**config.mk**
```make
export PLATFORM = sky130hd
export DESIGN_NAME = i2c_bus_monitor
export DESIGN_NICKNAME = d
export VERILOG_FILES = /design/src/rtl/i2c_bus_monitor.sv
export SDC_FILE = /design/constraint.sdc
export NUM_CORES = 1
export LEC_CHECK = 0
export CAP_MARGIN = 20
export CORE_MARGIN = 2
export CORE_UTILIZATION = 57
export CTS_CLUSTER_SIZE = 14
export DETAILED_ROUTE_END_ITERATION = 6
export DONT_BUFFER_PORTS = 1
export PLACE_DENSITY = 0.73
export SLEW_MARGIN = 10
export SYNTH_ARGS = -nofsm -noshare
export SYNTH_HDL_FRONTEND = slang
export SYNTH_SLANG_ARGS = --single-unit
```
**constraint.sdc**
```tcl
create_clock -name clk -period 3.4 [get_ports clk]
set_clock_uncertainty 0.2 [all_clocks]
set_input_delay 0.17 -clock clk [delete_from_list [all_inputs] [get_ports clk]]
set_output_delay 0.17 -clock clk [all_outputs]
set_load 0.03 [all_outputs]
```
**src/rtl/i2c_bus_monitor.sv**
```systemverilog
module i2c_bus_monitor #(
  parameter int TS_W = 32
) (
  input  logic            clk,
  input  logic            rst_n,
  input  logic            scl_in,
  input  logic            sda_in,
  input  logic            ev_ready,
  output logic            ev_valid,
  output logic [3:0]      ev_type,
  output logic [7:0]      ev_byte,
  output logic [TS_W-1:0] ev_start,
  output logic [TS_W-1:0] ev_end,
  output logic            ev_ovf
);

  localparam int REC_W = 12 + 2 * TS_W;

  localparam logic [3:0] T_START  = 4'd1;
  localparam logic [3:0] T_RSTART = 4'd2;
  localparam logic [3:0] T_ADR_WR = 4'd3;
  localparam logic [3:0] T_ADR_RD = 4'd4;
  localparam logic [3:0] T_DAT_WR = 4'd5;
  localparam logic [3:0] T_DAT_RD = 4'd6;
  localparam logic [3:0] T_ACK    = 4'd7;
  localparam logic [3:0] T_NACK   = 4'd8;
  localparam logic [3:0] T_STOP   = 4'd9;

  typedef enum logic [1:0] {S_IDLE, S_ADDR, S_DATA} phase_t;

  phase_t          phase;
  logic            primed, scl_q, sda_q, dir_rd;
  logic [3:0]      bcnt;
  logic [7:0]      shreg;
  logic [TS_W-1:0] ts, first_ts;

  logic [REC_W-1:0] q0, q1, n0, n1, rec_a, rec_b;
  logic [1:0]       cnt, nc;
  logic             va, vb, drop, pop;
  logic [3:0]       byte_type;
  logic [7:0]       byte_val;

  wire sda_fall   = primed & sda_q & ~sda_in & scl_in;
  wire sda_rise   = primed & scl_q & scl_in & ~sda_q & sda_in;
  wire scl_rise   = primed & ~scl_q & scl_in & ~sda_fall;
  wire capt       = scl_rise & (phase != S_IDLE);
  wire frame_done = capt & (bcnt == 4'd8);

  always_comb begin
    if (phase == S_ADDR) begin
      byte_type = shreg[0] ? T_ADR_RD : T_ADR_WR;
      byte_val  = {shreg[7:1], 1'b0};
    end else begin
      byte_type = dir_rd ? T_DAT_RD : T_DAT_WR;
      byte_val  = shreg;
    end
  end

  always_comb begin
    va    = 1'b0;
    vb    = 1'b0;
    rec_a = '0;
    rec_b = '0;
    if (sda_fall) begin
      va    = 1'b1;
      rec_a = {(phase == S_IDLE) ? T_START : T_RSTART, 8'h00, ts, ts};
    end else if (sda_rise) begin
      va    = 1'b1;
      rec_a = {T_STOP, 8'h00, ts, ts};
    end else if (frame_done) begin
      va    = 1'b1;
      vb    = 1'b1;
      rec_a = {byte_type, byte_val, first_ts, ts - TS_W'(1)};
      rec_b = {sda_in ? T_NACK : T_ACK, 8'h00, ts, ts};
    end
  end

  always_ff @(posedge clk) begin
    if (!rst_n) begin
      primed   <= 1'b0;
      scl_q    <= 1'b1;
      sda_q    <= 1'b1;
      ts       <= '0;
      phase    <= S_IDLE;
      dir_rd   <= 1'b0;
      bcnt     <= '0;
      shreg    <= '0;
      first_ts <= '0;
    end else begin
      primed <= 1'b1;
      scl_q  <= scl_in;
      sda_q  <= sda_in;
      ts     <= ts + TS_W'(1);
      if (sda_fall) begin
        phase <= S_ADDR;
        bcnt  <= '0;
        shreg <= '0;
      end else if (sda_rise) begin
        phase  <= S_IDLE;
        dir_rd <= 1'b0;
        bcnt   <= '0;
      end else if (capt) begin
        if (bcnt == 4'd0) first_ts <= ts;
        if (bcnt == 4'd8) begin
          bcnt <= '0;
          if (phase == S_ADDR) begin
            phase  <= S_DATA;
            dir_rd <= shreg[0];
          end
        end else begin
          bcnt  <= bcnt + 4'd1;
          shreg <= {shreg[6:0], sda_in};
        end
      end
    end
  end

  assign pop = ev_valid & ev_ready;

  always_comb begin
    n0   = q0;
    n1   = q1;
    nc   = cnt;
    drop = 1'b0;
    if (pop) begin
      n0 = q1;
      nc = cnt - 2'd1;
    end
    if (va) begin
      if (nc == 2'd0) n0 = rec_a;
      else if (nc == 2'd1) n1 = rec_a;
      if (nc == 2'd2) drop = 1'b1;
      else nc = nc + 2'd1;
    end
    if (vb) begin
      if (nc == 2'd0) n0 = rec_b;
      else if (nc == 2'd1) n1 = rec_b;
      if (nc == 2'd2) drop = 1'b1;
      else nc = nc + 2'd1;
    end
  end

  always_ff @(posedge clk) begin
    if (!rst_n) begin
      q0     <= '0;
      q1     <= '0;
      cnt    <= '0;
      ev_ovf <= 1'b0;
    end else begin
      q0  <= n0;
      q1  <= n1;
      cnt <= nc;
      if (drop) ev_ovf <= 1'b1;
    end
  end

  assign ev_valid = (cnt != 2'd0);
  assign {ev_type, ev_byte, ev_start, ev_end} = q0;

endmodule

```
# After elaboration in Yosys (flattened, before gate mapping)

Cells that the tools add are included.

Mux-type cells: 48
Add/subtract/negate cells: 6
Reductions and logical operators: 19
Bitwise operators: 20
Equality and inequality tests: 6

Operator list:

| cell                                               | count |
|---|---|
| 2-to-1 mux 76 bit                                  | 16 |
| 2-to-1 mux 75 bit                                  | 1 |
| adder 32 x 1 -> 32 bit, second input constant      | 1 |
| subtractor 32 x 1 -> 32 bit, second input constant | 1 |
| 2-to-1 mux 1 bit                                   | 20 |
| 2-to-1 mux 2 bit                                   | 7 |
| AND 1 bit                                          | 13 |
| nonzero test 2 bit                                 | 5 |
| AND reduction 3 bit                                | 3 |
| nonzero test 3 bit                                 | 3 |
| 2-to-1 mux 4 bit                                   | 2 |
| AND reduction 4 bit                                | 2 |
| NOT 1 bit                                          | 7 |
| == test 2 x 1 -> 1 bit, second input constant      | 3 |
| logical NOT 2 bit                                  | 3 |
| 2-to-1 mux 3 bit                                   | 2 |
| adder 2 x 1 -> 2 bit, second input constant        | 2 |
| adder 4 x 1 -> 4 bit, second input constant        | 1 |
| == test 2 bit, second input constant               | 2 |
| == test 4 bit, second input constant               | 1 |
| logical NOT 4 bit                                  | 1 |
| OR reduction 3 bit                                 | 1 |
| OR reduction 2 bit                                 | 1 |
| subtractor 2 x 1 -> 2 bit, second input constant   | 1 |

Output and inout bits: 78
Bits of input ports: 5
Logic and storage cells: 113
Bits in registers: 237

# Longest topological paths before layout

Word-level depth: 16
Gate-level depth with buffers: 19
Gate-level depth less buffers: 17

# Least setup slack after synthesis

OpenSTA, ideal clock, no wires.

Path type: register to register
Start: register bcnt[0]
End: register q1[21]
Path slack: -0.330 ns
Setup time: 0.096 ns
Required time: 3.104 ns
Arrival: 3.434 ns
Cell stages (with the launch flop): 16
Cells stage by stage: dfxtp_1 -> inv_1 -> ha_1 -> nand3b_1 -> nor4_2 -> clkbuf_1 -> o21ai_0 -> o21ai_0 -> inv_1 -> ha_1 -> inv_1 -> nand2_1 -> nor3_1 -> nor2_1 -> and4_1 -> nor4b_1

Longest elaborated chain between the ends: 11
Elaborated cells between the ends (all ways): 22
Classes of those cells: eq/ne (2); mux (18); bitwise (1); reduce/logical (1)

RTL lines:

| element                | RTL line | text |
|---|---|---|
| start, declared        | 33       | `logic [3:0] bcnt;` |
| start signal, assigned | 111      | `bcnt <= bcnt + 4'd1;` |
| == test 4 bit *        | 47       | `wire frame_done = capt & (bcnt == 4'd8);` |
| AND 1 bit *            | 47       |  |
| 2-to-1 mux 75 bit      | 70       | `end else if (frame_done) begin` |
| 2-to-1 mux 76 bit      | 67       | `end else if (sda_rise) begin` |
| 2-to-1 mux 76 bit      | 64       | `if (sda_fall) begin` |
| 2-to-1 mux 76 bit      | 131      | `else if (nc == 2'd1) n1 = rec_a;` |
| 2-to-1 mux 76 bit      | 130      | `if (nc == 2'd0) n0 = rec_a;` |
| 2-to-1 mux 76 bit      | 129      | `if (va) begin` |
| 2-to-1 mux 76 bit      | 137      | `else if (nc == 2'd1) n1 = rec_b;` |
| 2-to-1 mux 76 bit      | 136      | `if (nc == 2'd0) n0 = rec_b;` |
| 2-to-1 mux 76 bit *    | 135      | `if (vb) begin` |
| end signal, assigned   | 151      | `q1 <= n1;` |
| end, declared          | 37       | `logic [REC_W-1:0] q0, q1, n0, n1, rec_a, rec_b;` |

Mark *: on every way between the ends. The rest lies on a longest branch, timed or not.
A chain may end at the register's enable or synchronous reset.

# Worst setup path in the final report

Start: register ts[5]
End: register q0[23]

Longest elaborated chain between the ends: 8

RTL lines:

| element                       | RTL line | text |
|---|---|---|
| start, declared               | 35       | `logic [TS_W-1:0] ts, first_ts;` |
| start signal, assigned        | 93       | `ts <= ts + TS_W'(1);` |
| subtractor 32 x 1 -> 32 bit * | 73       | `rec_a = {byte_type, byte_val, first_ts, ts - TS_W'(1)};` |
| 2-to-1 mux 75 bit *           | 70       |  |
| 2-to-1 mux 76 bit *           | 67       |  |
| 2-to-1 mux 76 bit *           | 64       |  |
| 2-to-1 mux 76 bit *           | 130      |  |
| 2-to-1 mux 76 bit *           | 129      |  |
| 2-to-1 mux 76 bit             | 136      |  |
| 2-to-1 mux 76 bit *           | 135      |  |
| end signal, assigned          | 150      | `q0 <= n0;` |
| end, declared                 | 37       |  |

Marked as above.

==> summary.txt <==
Detailed routing
  • Detail Route Antenna Nets: 0
  • Vias: 12362
  • Drt first pass iters: 7
  • Routed len/inst: 20.9 µm
  • WL final: 39600 µm
  • Drt drc: 0
  • Iter 0 DRT Violations: 1370
  • Vias/cell: 6.52

Timing
  • Final worst setup slack: 0.128 ns
  • Slew margin rel.: 25.1%
  • Fin crit period: 3.27 ns
  • Hold slack: 0.0357 ns
  • Maximum clock frequency: 0.306 GHz
  • Final critical-path share of the clock period: 96.2%
  • Final Setup Violations: 0
  • Final Hold Viols: 0
  • Slew @ Worst Pin: 1.11 ns
  • Slew Viols, Final: 0

Pwr
  • Power share of the combinational group: 14.2%
  • Switch share: 28.3%
  • Flop pwr share: 42.0%
  • Leakage: 4.68 nW
  • P_sw: 1.99 mW
  • Power Density: 513 nW/µm²
  • Total chip power: 7.05 mW
  • Clock power share: 43.8%
  • Peak VDD IR: 0.441 mV
  • Int Pwr: 5.06 mW

Global routing
  • Grt met1 use: 48.4%
  • Largest net degree at the start of global routing: 79
  • Met2 Usage GRT: 55.6%
  • M3 GR Usage: 6.19%
  • Vias in the first global route: 11289
  • First-pass GRT wire length: 62900 µm
  • Initial antenna violation count: 0
  • Gr usage total: 35.0%
  • Busiest grt layer: met2
  • GRT overflow: 0

Clocking
  • Worst skew pair latency: 0.54 ns
  • H-tree depth: 1
  • CTS tree: yes
  • Root Driver: clkbuf_16
  • Post-CTS Setup Inserts: 0
  • Clk sink count: 237
  • Clock transition at path regs: 0.06 ns
  • CTS Buffer Depth: 3
  • Total CTS buffers: 26

Worst setup path
  • Worst path slowest cell: nor4_1
  • Worst Path Buf+Inv: 0
  • Crit start category: flop
  • CP max stage delay: 0.94 ns
  • Worst Path Max Fanout: 6
  • Worst path arrival time: 3.48 ns
  • Req. time, crit path: 3.61 ns
  • Crit-path leading delay family: simple AND/OR/NAND/NOR gates
  • CP Class: reg -> reg
  • Crit. End Element: flop
  • Worst-path cell chain: nor4_1 -> nand4_1 -> nor3_1 -> a21oi_1 -> a2111oi_0 -> a211oi_1

Die
  • Die area: 22300 µm²
  • Die Span X: 149 µm
  • Ports: 83
  • Initial Utilization: 57.7%
  • FP Rows: 53
  • Chip height: 149 µm
  • Placeable core area: 20900 µm²

Final layout
  • N_diodes: 0
  • Synthesis-to-finish area growth: 14.0%
  • Final nets: 1617
  • Layout Cells excl Fill: 1895
  • Layout cell share with drive strength beyond 1: 10.6%

Synth
  • Yosys warning count: 0
  • Top area cells in the synthesized netlist: dfxtp_1 39%, nand2_1 9.2%, a21oi_1 7.6%
  • Library cells used by synthesis: 75
  • Post-synth EDFFs: 0
  • Syn_nets: 1648
  • Gate Count Post-Synth: 1631
  • Share of synthesized flip-flops with an asynchronous set or reset: 0%
  • Area leader, netlist: dfxtp_1
  • Syn avg cell area: 7.39 µm²
  • Sequential-to-total area share from yosys stat: 39.4%
  • Number of synthesized register bits: 237
  • Main synth FF type: dfxtp_1
  • Synth top area share: 39.4%
  • Syn Std Cell Area: 12100 µm²

Place
  • RePlAce Congestion: 0.992
  • Post-Place Setup Slack: -0.0143 ns
  • I/O Buffers: 0
  • DPL Wire Length: 25600 µm
  • Placed Instances: 1840

Outcome
  • Status: finished, final reports clean

Worst hold path
  • Min-Delay Path Class: in -> reg

Run
  • Max_cap viols: 0
registers in the layout, summed over array words and instances (netlist names), 2 cells and up:
signal	flops
q0	76
q1	76
first_ts	32
ts	32
shreg	8
bcnt	4
cnt	2
phase	2
synthesized netlist by cell type (5+ instances only):
library cell / n
a211oi_1: 17
a21o_1: 6
a21oi_1: 184
a22oi_1: 38
a31oi_1: 11
and3_1: 13
and4_1: 6
buf_1: 19
clkbuf_1: 130
dfxtp_1: 237
ha_1: 12
inv_1: 21
mux2i_1: 20
nand2_1: 297
nand2b_1: 8
nand3_1: 52
nand4_1: 19
nor2_1: 184
nor3_1: 39
nor4_1: 15
nor4b_1: 5
o2111ai_1: 7
o211ai_1: 8
o21ai_0: 63
o221ai_1: 11
o22ai_1: 70
o32ai_1: 5
or3_1: 13
xnor2_1: 13
xor2_1: 19
power groups by stage:
stage	combinational (mW)	clock [mW]	sequential, mW
floorplan	0.590	0	3.00
global placement	0.909	0	3.02
detailed placement	0.922	0	3.02
CTS	0.951	3.10	2.96
global route	1.07	3.23	2.97
finish	0.999	3.09	2.97
worst paths after layout:
kind	to	slack, ns	startpoint	depth (start not counted)
hold reg to reg	first_ts[4]$_SDFFE_PN0P_	0.25	first_ts[4]$_SDFFE_PN0P_	2
setup reg to reg	q0[23]$_SDFF_PN0_	0.13	ts[5]$_SDFF_PN0_	6
setup / recovery	q0[23]$_SDFF_PN0_	0.13	ts[5]$_SDFF_PN0_	6
hold / removal	phase[0]$_SDFFE_PN0P_	0.04	scl_in	3
layout by cell type, fill, tap and decap left out, types with 11 or more instances in the layout:
| master | netlist | layout |
|---|---|---|
| a211oi_1 | 17 | 17 |
| a21oi_1 | 184 | 181 |
| a22oi_1 | 38 | 38 |
| a31oi_1 | 11 | 11 |
| and3_1 | 13 | 13 |
| buf_4 | 0 | 77 |
| clkbuf_16 | 0 | 26 |
| dfxtp_1 | 237 | 236 |
| ha_1 | 12 | 11 |
| inv_1 | 21 | 19 |
| mux2i_1 | 20 | 20 |
| nand2_1 | 297 | 295 |
| nand3_1 | 52 | 52 |
| nand4_1 | 19 | 19 |
| nor2_1 | 184 | 182 |
| nor3_1 | 39 | 38 |
| nor4_1 | 15 | 15 |
| o21ai_0 | 63 | 59 |
| o221ai_1 | 11 | 11 |
| o22ai_1 | 70 | 70 |
| or3_1 | 13 | 12 |
| xnor2_1 | 13 | 12 |
| xor2_1 | 19 | 19 |
timing repair:
item	4_1_cts	5_1_grt
hold endpoints to repair	175	0
gates resized for setup	1	12
setup endpoints to repair	6	70
cloned	0	0
pin swaps	0	2
hold buffers	7	0
kinds of logic (layout without fill, tap and decap cells):
logic type,count (synthesis),after routing,share of synthesized area [%]
AO/OA/AOI/OAI,470,470,24.1
XOR/XNOR,32,32,2.32
adder cells (fa/ha/maj),12,12,1.25
buffers and inverters,175,164,5.55
flip-flops,237,237,39.4
multiplexers,23,23,1.94
AND/OR/NAND/NOR,682,682,25.5
through the flow:
step	setup TNS, ns	instance area, µm²	util [%]
after detailed placement	-0.0249	12700	60.6
after global placement	0	12700	60.6
after CTS	0	13700	65.6
after floorplan	0	12100	-
final	0	13700	65.8
after global routing	-0.00229	13700	65.8
routing by layer:
metal / share of wire [%] / up-vias
met1: 42 / 5768
met3: 10 / 106
met5: 0 / -
met2: 45 / 740
li1: - / 5748
met4: 2.9 / 0
worst reg2reg max path, cell delays in order, from the launching register on:
cell and delay (ns):
dfxtp_1 0.31, nor4_1 0.94, nand4_1 0.46, nor3_1 0.72
a21oi_1 0.14, a2111oi_0 0.30, a211oi_1 0.09
area by class of cell:
type | instances | area [µm²]
Timing Repair Buffer | 95 | 860
Clock inverter | 10 | 174
Clock buffer | 38 | 776
Tap cell | 275 | 344
Fill cell | 1811 | 7140
Multi-Input combinational cell | 1219 | 6770
Sequential cell | 237 | 4750
Inverter | 21 | 78.8
(Power assumes the default switching activity.)
